==> config.mk <==
export PLATFORM = sky130hd
export DESIGN_NAME = mcast_hash_filter
export DESIGN_NICKNAME = d
export VERILOG_FILES = /design/src/rtl/mhf_pkg.sv /design/src/rtl/mhf_seq.sv /design/src/rtl/mhf_crc_unit.sv /design/src/rtl/mhf_decide.sv /design/src/rtl/mcast_hash_filter.sv
export SDC_FILE = /design/constraint.sdc
export NUM_CORES = 1
export LEC_CHECK = 0
export ABC_AREA = 0
export BUFFER_PORTS_ARGS = -buffer_cell sky130_fd_sc_hd__buf_2
export CORE_ASPECT_RATIO = 0.9
export CORE_MARGIN = 1.5
export CORE_UTILIZATION = 35
export CTS_CLUSTER_DIAMETER = 100
export DETAILED_ROUTE_END_ITERATION = 8
export GPL_ROUTABILITY_DRIVEN = 0
export SLEW_MARGIN = 20
export SYNTH_ARGS = -nofsm -noshare
export SYNTH_HDL_FRONTEND = slang
export SYNTH_HIERARCHICAL = 1
export SYNTH_SLANG_ARGS = --single-unit
==> constraint.sdc <==
create_clock -name clk -period 4.7 [get_ports clk]
set_clock_uncertainty 0.2 [all_clocks]
set_input_delay 0.235 -clock clk [delete_from_list [all_inputs] [get_ports clk]]
set_output_delay 0.235 -clock clk [all_outputs]
set_load 0.05 [all_outputs]
==> src/rtl/mhf_pkg.sv <==
package mhf_pkg;
  localparam int BYTE_W      = 8;
  localparam int CRC_W       = 32;
  localparam int IDX_W       = 6;
  localparam int WORD_W      = 32;
  localparam int TBL_WORDS   = (1 << IDX_W) / WORD_W;
  localparam int SEL_W       = 3;
  localparam int MODE_W      = 4;

  localparam logic [CRC_W-1:0] CRC_SEED = {CRC_W{1'b1}};
  localparam logic [CRC_W-1:0] CRC_POLY = 32'h04C11DB6;

  // write select codes; table words occupy 0 .. TBL_WORDS-1
  localparam logic [SEL_W-1:0] SEL_STA_LO = 3'd2;
  localparam logic [SEL_W-1:0] SEL_STA_HI = 3'd3;
  localparam logic [SEL_W-1:0] SEL_MODE   = 3'd4;

  typedef struct packed {
    logic own_en;    // bit 3
    logic bcast_en;  // bit 2
    logic allmc_en;  // bit 1
    logic promisc;   // bit 0
  } mode_t;

  // fold one byte into the CRC, least significant bit first
  function automatic logic [CRC_W-1:0] crc_fold_byte(input logic [CRC_W-1:0] crc_in,
                                                     input logic [BYTE_W-1:0] data);
    logic [CRC_W-1:0] c;
    logic             fb;
    c = crc_in;
    for (int b = 0; b < BYTE_W; b++) begin
      fb = c[CRC_W-1] ^ data[b];
      c  = {c[CRC_W-2:0], 1'b0};
      if (fb) c = (c ^ CRC_POLY) | {{(CRC_W-1){1'b0}}, 1'b1};
    end
    return c;
  endfunction
endpackage

==> src/rtl/mhf_seq.sv <==
module mhf_seq
  import mhf_pkg::*;
#(
  parameter int N_BYTES = 6,
  localparam int CNT_W  = $clog2(N_BYTES),
  localparam int ADDR_W = N_BYTES * BYTE_W
) (
  input  logic              clk,
  input  logic              rst_n,
  input  logic              in_valid,
  input  logic              in_start,
  input  logic [BYTE_W-1:0] in_byte,
  output logic              take,
  output logic              last,
  output logic [ADDR_W-1:0] addr_full
);
  localparam logic [CNT_W-1:0] LAST_POS = CNT_W'(N_BYTES - 1);

  logic              busy_q, busy_d;
  logic [CNT_W-1:0]  cnt_q, cnt_d;
  logic [ADDR_W-1:0] addr_q, addr_d;
  logic [CNT_W-1:0]  pos;

  always_comb begin
    take   = in_valid && (in_start || busy_q);
    pos    = in_start ? '0 : cnt_q;
    last   = take && (pos == LAST_POS);
    busy_d = busy_q;
    cnt_d  = cnt_q;
    addr_d = addr_q;
    if (take) begin
      if (in_start) addr_d = '0;
      for (int i = 0; i < N_BYTES; i++) begin
        if (pos == CNT_W'(i)) addr_d[i*BYTE_W +: BYTE_W] = in_byte;
      end
      if (last) begin
        busy_d = 1'b0;
        cnt_d  = '0;
      end else begin
        busy_d = 1'b1;
        cnt_d  = pos + 1'b1;
      end
    end
    addr_full = addr_d;
  end

  always_ff @(posedge clk or negedge rst_n) begin
    if (!rst_n) begin
      busy_q <= 1'b0;
      cnt_q  <= '0;
      addr_q <= '0;
    end else if (take) begin
      busy_q <= busy_d;
      cnt_q  <= cnt_d;
      addr_q <= addr_d;
    end
  end
endmodule

==> src/rtl/mhf_crc_unit.sv <==
module mhf_crc_unit
  import mhf_pkg::*;
(
  input  logic              clk,
  input  logic              rst_n,
  input  logic              take,
  input  logic              first,
  input  logic [BYTE_W-1:0] in_byte,
  output logic [CRC_W-1:0]  crc_nxt
);
  logic [CRC_W-1:0] crc_q;

  always_comb begin
    crc_nxt = crc_fold_byte(first ? CRC_SEED : crc_q, in_byte);
  end

  always_ff @(posedge clk or negedge rst_n) begin
    if (!rst_n)    crc_q <= CRC_SEED;
    else if (take) crc_q <= crc_nxt;
  end
endmodule

==> src/rtl/mhf_decide.sv <==
module mhf_decide
  import mhf_pkg::*;
#(
  parameter int N_BYTES = 6,
  localparam int ADDR_W = N_BYTES * BYTE_W,
  localparam int STA_HI_W = ADDR_W - WORD_W
) (
  input  logic              clk,
  input  logic              rst_n,
  input  logic              wr_en,
  input  logic [SEL_W-1:0]  wr_sel,
  input  logic [WORD_W-1:0] wr_data,
  input  logic              last,
  input  logic [ADDR_W-1:0] addr_full,
  input  logic [CRC_W-1:0]  crc_nxt,
  output logic              dec_valid,
  output logic              dec_accept,
  output logic [IDX_W-1:0]  dec_index,
  output logic              mode_promisc
);
  localparam int WSEL_W = (TBL_WORDS > 1) ? $clog2(TBL_WORDS) : 1;

  logic [WORD_W-1:0]   tbl_q [TBL_WORDS];
  logic [WORD_W-1:0]   sta_lo_q;
  logic [STA_HI_W-1:0] sta_hi_q;
  mode_t               mode_q;

  // table words, one register per word
  for (genvar w = 0; w < TBL_WORDS; w++) begin : g_tbl
    logic wr_hit;
    assign wr_hit = wr_en && (wr_sel == SEL_W'(w));
    always_ff @(posedge clk or negedge rst_n) begin
      if (!rst_n)      tbl_q[w] <= '0;
      else if (wr_hit) tbl_q[w] <= wr_data;
    end
  end

  always_ff @(posedge clk or negedge rst_n) begin
    if (!rst_n) begin
      sta_lo_q <= '0;
      sta_hi_q <= '0;
      mode_q   <= '0;
    end else if (wr_en) begin
      if (wr_sel == SEL_STA_LO) sta_lo_q <= wr_data;
      if (wr_sel == SEL_STA_HI) sta_hi_q <= wr_data[STA_HI_W-1:0];
      if (wr_sel == SEL_MODE)   mode_q   <= mode_t'(wr_data[MODE_W-1:0]);
    end
  end

  // verdict for the address completed by the current byte
  logic [IDX_W-1:0]  idx;
  logic [WSEL_W-1:0] wsel;
  logic              tbl_bit, is_bcast, is_group, is_own, acc;

  always_comb begin
    idx      = crc_nxt[CRC_W-1 -: IDX_W];
    wsel     = WSEL_W'(idx >> $clog2(WORD_W));
    tbl_bit  = tbl_q[wsel][idx[$clog2(WORD_W)-1:0]];
    is_bcast = &addr_full;
    is_group = addr_full[0];
    is_own   = (addr_full == {sta_hi_q, sta_lo_q});
    if (mode_q.promisc)  acc = 1'b1;
    else if (is_bcast)   acc = mode_q.bcast_en;
    else if (is_group)   acc = mode_q.allmc_en | tbl_bit;
    else                 acc = mode_q.own_en & is_own;
  end

  logic             vld_d, acc_d;
  logic [IDX_W-1:0] idx_d;

  always_comb begin
    vld_d = last;
    acc_d = last & acc;
    idx_d = last ? idx : dec_index;
  end

  always_ff @(posedge clk or negedge rst_n) begin
    if (!rst_n) begin
      dec_valid  <= 1'b0;
      dec_accept <= 1'b0;
      dec_index  <= '0;
    end else begin
      dec_valid  <= vld_d;
      dec_accept <= acc_d;
      dec_index  <= idx_d;
    end
  end

  assign mode_promisc = mode_q.promisc;
endmodule

==> src/rtl/mcast_hash_filter.sv <==
module mcast_hash_filter
  import mhf_pkg::*;
#(
  parameter int N_BYTES = 6
) (
  input  logic              clk,
  input  logic              rst_n,
  input  logic              wr_en,
  input  logic [SEL_W-1:0]  wr_sel,
  input  logic [WORD_W-1:0] wr_data,
  input  logic              in_valid,
  input  logic              in_start,
  input  logic [BYTE_W-1:0] in_byte,
  output logic              dec_valid,
  output logic              dec_accept,
  output logic [IDX_W-1:0]  dec_index
);
  localparam int ADDR_W = N_BYTES * BYTE_W;

  logic              take, last, mode_promisc;
  logic [ADDR_W-1:0] addr_full;
  logic [CRC_W-1:0]  crc_nxt;

  mhf_seq #(.N_BYTES(N_BYTES)) seq_i (
    .clk(clk), .rst_n(rst_n), .in_valid(in_valid), .in_start(in_start),
    .in_byte(in_byte), .take(take), .last(last), .addr_full(addr_full)
  );

  mhf_crc_unit crc_i (
    .clk(clk), .rst_n(rst_n), .take(take), .first(in_start),
    .in_byte(in_byte), .crc_nxt(crc_nxt)
  );

  mhf_decide #(.N_BYTES(N_BYTES)) dec_i (
    .clk(clk), .rst_n(rst_n), .wr_en(wr_en), .wr_sel(wr_sel), .wr_data(wr_data),
    .last(last), .addr_full(addr_full), .crc_nxt(crc_nxt),
    .dec_valid(dec_valid), .dec_accept(dec_accept), .dec_index(dec_index),
    .mode_promisc(mode_promisc)
  );
endmodule

* Word level (Yosys, flattened, before mapping)
Index checks and enable logic that the tools add are counted.
** Cells by class
- Add/sub/neg operators :: 1
- Magnitude comparators :: 2
- Eq/ne operators :: 10
- Muxes and demuxes :: 28
- Bitwise gates (word level) :: 20
- Reduce and logical (&&, ||, !) cells :: 11
** Operators with widths (number)
- two-way mux 27 bit :: 8
- two-way mux 32 bit :: 4
- inverter 13 bit :: 8
- two-way mux 48 bit :: 2
- equality test 48 bit :: 1
- two-way mux 8 bit :: 6
- AND reduction 48 bit :: 1
- equality test 3 x 2 -> 1 bit (second input constant) :: 4
- equality test 3 bit (second input constant) :: 3
- XOR 1 bit :: 8
- equality test 3 x 1 -> 1 bit (second input constant) :: 2
- logical NOT 3 bit :: 2
- less-than comparator 5 x 6 -> 1 bit (second input constant) :: 1
- two-way mux 3 bit :: 2
- AND reduction 2 bit :: 3
- binary-select mux 1 bit (select 5 bit) :: 1
- two-way mux 1 bit :: 5
- logical AND 1 bit :: 4
- adder 3 x 1 -> 3 bit (second input constant) :: 1
- bitwise AND 1 bit :: 2
- greater-or-equal comparator 2 bit (second input constant) :: 1
- inverter 1 -> 2 bit :: 1
- logical OR 1 bit :: 1
- bitwise OR 1 bit :: 1
** Word-level totals
- Flip-flop bits (word level) :: 208
- Input port bits :: 48
- Output and inout port bits :: 8
- Logic and storage cells :: 87

* Depth between registers and ports, before layout
- Word-level depth :: 24
- Depth in mapped cells :: 14
- Gate-level depth less buffers :: 11

* Modules after synthesis
Netlist, hierarchy kept.
** Modules (own cells, without submodules)
- mhf_decide :: times used 1, cells each 407, area an instance 5866.9 µm², sequential area each 3103.0 µm²
- mhf_seq :: times used 1, cells each 250, area an instance 2894.0 µm², sequential area each 1301.2 µm²
- mhf_crc_unit :: times used 1, cells each 208, area an instance 2277.2 µm², sequential area each 840.8 µm²

* Worst setup path after synthesis
No wires, ideal clock.
- Path type :: flip-flop to flip-flop
- Start point :: register crc_i.crc_q[28]
- End point :: register dec_i.dec_accept
- Library setup time :: 128 ps
- Arrival :: 2999 ps
- Required time :: 4372 ps
- Setup slack :: 1373 ps
- Cell stages (with the launch flop) :: 13
- Path buffers :: 2
- Clock period less this slack :: 3327 ps
- Path through :: dfstp_2 > buf_2 > xnor2_1 > nor2_1 > xnor2_1 > xor2_1 > xnor2_1 > buf_6 > mux4_2 > a2111oi_4 > a22oi_2 > nand4_1 > a21oi_1
** On the way
- Word-level cells in the longest chain between the ends :: 16
- Elaborated cells between the ends (all ways) :: 17
- Those cells by class :: mux (11); bitwise (6)
** RTL lines
- from (decl) :: line mhf_crc_unit.sv:11 : logic [CRC_W-1:0] crc_q;
- from (signal assigned) :: line mhf_crc_unit.sv:19 : else if (take) crc_q <= crc_nxt;
- two-way mux 32 bit * :: line mhf_crc_unit.sv:14 : crc_nxt = crc_fold_byte(first ? CRC_SEED : crc_q, in_byte);
- XOR 1 bit * :: line mhf_pkg.sv:32 : fb = c[CRC_W-1] ^ data[b];
- two-way mux 27 bit * :: line mhf_pkg.sv:34 : if (fb) c = (c ^ CRC_POLY) | {{(CRC_W-1){1'b0}}, 1'b1};
- inverter 13 bit (no source line)
- two-way mux 27 bit * (3 in a row) :: line mhf_pkg.sv:34
- inverter 13 bit (no source line)
- two-way mux 27 bit * :: line mhf_pkg.sv:34
- net crc_nxt[26] :: line mcast_hash_filter.sv:22 : logic [CRC_W-1:0] crc_nxt;
- binary-select mux 1 bit (select 5 bit) * :: line mhf_decide.sv:58 : tbl_bit = tbl_q[wsel][idx[$clog2(WORD_W)-1:0]];
- two-way mux 1 bit (not written as such) * :: line mhf_decide.sv:58
- bitwise OR 1 bit * :: line mhf_decide.sv:64 : else if (is_group) acc = mode_q.allmc_en | tbl_bit;
- two-way mux 1 bit * :: line mhf_decide.sv:64
- two-way mux 1 bit * :: line mhf_decide.sv:63 : else if (is_bcast) acc = mode_q.bcast_en;
- two-way mux 1 bit * :: line mhf_decide.sv:62 : if (mode_q.promisc) acc = 1'b1;
- bitwise AND 1 bit * :: line mhf_decide.sv:73 : acc_d = last & acc;
- net dec_i.acc_d :: line mhf_decide.sv:68 : logic vld_d, acc_d;
- to (signal assigned) :: line mhf_decide.sv:80 : dec_accept <= 1'b0;
- to (signal assigned) :: line mhf_decide.sv:84 : dec_accept <= acc_d;
- to (decl) :: line mhf_decide.sv:17 : output logic dec_accept,
The timed path passes the listed nets; every way through them passes the cells marked *. The select of a mux whose other input is x is not followed.
A chain may end at the register's enable or synchronous reset.

* Final worst setup path
Same ends and word-level chain as after synthesis.

==> impl_metrics.py <==
metrics = {
    "hold_path": {
        "hold_class": "input port to flop",
        "hold_start": "in_byte[1]",
        "worstHoldEndpoint": "seq_i/addr_q[9]",
        "worstHoldPathCells": 2,
    },
    "final_layout": {
        "n_antenna_cell": 0,
        "stdcell_area_mm2": 0.0128,
        "utilization_pct": 41.4,
        "finalNetCount": 977,
        "final_cell_count_no_fill": 1354,
        "drive_gt1_share_pct": 36.2,
        "syn_to_final_growth_pct": 16.1,
    },
    "cts": {
        "numCtsBuffers": 24,
        "clk_pin_slew_ns": 0.06,
        "clock_latency_ns": 0.52,
        "cts_root_buf": "clkbuf_16",
        "clockBufferDepth": 3,
        "cts_tree": "built",
        "cts_sinks": 208,
        "cts.htree.levels": 1,
        "postCtsSetupBuffers": 0,
    },
    "global_routing": {
        "grt-ovfl-total": 0,
        "grt_pass1_vias": 6983,
        "grt_use_total_pct": 17.4,
        "antenna_found_initial": 0,
        "grt_pass1_wl_um": 43300,
        "grt_max_degree": 109,
    },
    "place": {
        "placed_area_mm2": 0.0116,
        "detailed_place_hpwl_um": 19500,
        "dpl.cell_count": 1277,
        "numPortBuffers": 55,
    },
    "worst_setup_path": {
        "critPathMaxStageDelay_ns": 0.66,
        "crit_arrival_ns": 4.15,
        "reg2reg_to": "dec_i/dec_accept",
        "critPathSlowestCell": "xnor2_2",
        "path_class": "flop to flop",
        "crit_chain": "xnor2_1, nor2_1, xnor2_1, xor2_1, xnor2_2, buf_4, mux4_1, o211ai_1, nand3_1, nand4_1, a21oi_1",
        "critPathMaxFanout": 13,
        "startpoint_type": "flop",
        "crit_top_cell": "xnor2_1",
        "r2r_cells": 11,
        "required_ns": 4.90,
        "crit_path_end_kind": "flop",
        "rr_startpoint": "crc_i/crc_q[28]",
        "r2r_slack_ns": 0.75,
    },
    "die": {
        "row_count": 61,
        "ioPinCount": 56,
        "die_area_mm2": 0.0326,
        "core_mm2": 0.0309,
        "start_util_pct": 35.7,
        "die_h_um": 171,
        "die_w_um": 190,
    },
    "synthesis": {
        "syn_nets": 909,
        "syn_area_mm2": 0.0110,
        "syn_inst": 861,
        "ys_warn_count": 6,
        "syn_avg_cell_area_um2": 12.8,
    },
    "sta": {
        "slew_violations": 0,
        "relSlewSlack_pct": 27.9,
        "final-setup-viol-count": 0,
        "rsz0062_at_grt": "no",
        "final.setup.tns_ns": 0,
        "period_minus_slack_ns": 3.95,
        "finalHoldViolations": 0,
        "fin_crit_sh_pct": 84.0,
        "tightest_slew_ns": 1.07,
        "clock.fmax_mhz": 253,
    },
    "routing": {
        "drc": 0,
        "post_drt_via_cell_ratio": 5.20,
        "drt_wl_total_um": 28100,
        "drt-pass1-iter-count": 5,
        "drtIter0Drc": 435,
        "num_vias": 7040,
        "ant_nets": 0,
        "wl_per_cell_um": 20.8,
    },
    "pwr": {
        "leakage_nw": 5.30,
        "powerDensity_mw_per_mm2": 643,
        "irDropWorstVdd_mv": 0.276,
        "finalPower_mw": 8.23,
    },
    "outcome": {
        "status": "finished clean",
    },
    "job": {
        "maxCapViolations": 0,
    },
}
-- metrics by stage --
step	worst slack [ns]	hold slack [ns]
after floorplan	1.37	-0.261
after global placement	0.844	0.177
after detailed placement	0.756	0.178
after CTS	0.753	0.0197
after global routing	0.482	0.0322
final	0.752	0.0388
-- power by group --
group          switching, mW  leakage (nW)  internal [mW]
clock network          0.729         0.406           1.23
logic                   1.72          2.37           1.82
registers              0.351          2.52           2.38
-- what timing repair did --
| item | in CTS | in global routing |
|---|---|---|
| gates resized for setup | 0 | 0 |
| endpoints found under the hold margin | 211 | 0 |
| hold buffers | 35 | 0 |
-- cells in the final DEF (no fill, tap or decap), types with 10 or more instances in the layout --
cell	count
buf_4	15
mux2_2	156
o2bb2ai_1	17
dfstp_2	32
mux2i_1	16
xor2_1	35
xnor2_1	86
o21ai_0	10
nand4_1	20
o21ai_2	11
clkbuf_16	25
mux2_4	10
dlygate4sd3_1	35
nor2_1	43
buf_2	54
nand3_1	14
a22o_1	48
inv_1	13
dfrtp_1	176
nand2_1	23
-- worst max path at each step --
stage / cells after the start / start / end
after global placement: 11 / crc_i/crc_q[28] / dec_i/dec_accept
after global routing: 12 / crc_i/crc_q[28] / dec_i/dec_accept
after floorplan: 12 / crc_i/crc_q[28] / dec_i/dec_accept
after CTS: 11 / crc_i/crc_q[28] / dec_i/dec_accept
after detailed placement: 11 / crc_i/crc_q[28] / dec_i/dec_accept
final: 11 / crc_i/crc_q[28] / dec_i/dec_accept
-- per-layer routing --
| layer | up-vias | GRT usage (%) | wire (µm) |
|---|---|---|---|
| met5 | - | 0 | 0 |
| met4 | 0 | 3.55 | 418 |
| met3 | 28 | 2.35 | 1230 |
| met2 | 159 | 26.5 | 12200 |
| met1 | 3628 | 26.4 | 14200 |
| li1 | 3225 | - | - |
-- layout make-up --
type	count	area, µm²
Sequential cell	208	5250
Clock inverter	4	95.1
Tap cell	409	512
Fill cell	2902	18100
Clock buffer	38	734
Multi-Input combinational cell	576	5390
Timing Repair Buffer	106	768
Inverter	13	48.8
-- critical path: cells and delay by family (launching register included) --
kind,cells,cell delay (ns)
XOR/XNOR,4,1.45
flip-flops,1,0.62
multiplexers,1,0.57
AND/OR/NAND/NOR,3,0.38
buffers and inverters,1,0.37
AO/OA/AOI/OAI,2,0.25
-- state kept, by name, summed over array words and instances (netlist names), 3 cells and up --
| register | cells |
|---|---|
| seq_i/addr_q | 48 |
| crc_i/crc_q | 32 |
| dec_i/sta_hi_q | 16 |
| dec_i/mode_q | 3 |
| dec_i/dec_index | 6 |
| seq_i/cnt_q | 3 |
| dec_i/tbl_q | 64 |
| dec_i/sta_lo_q | 32 |
Power figures use the tool's default switching activity.
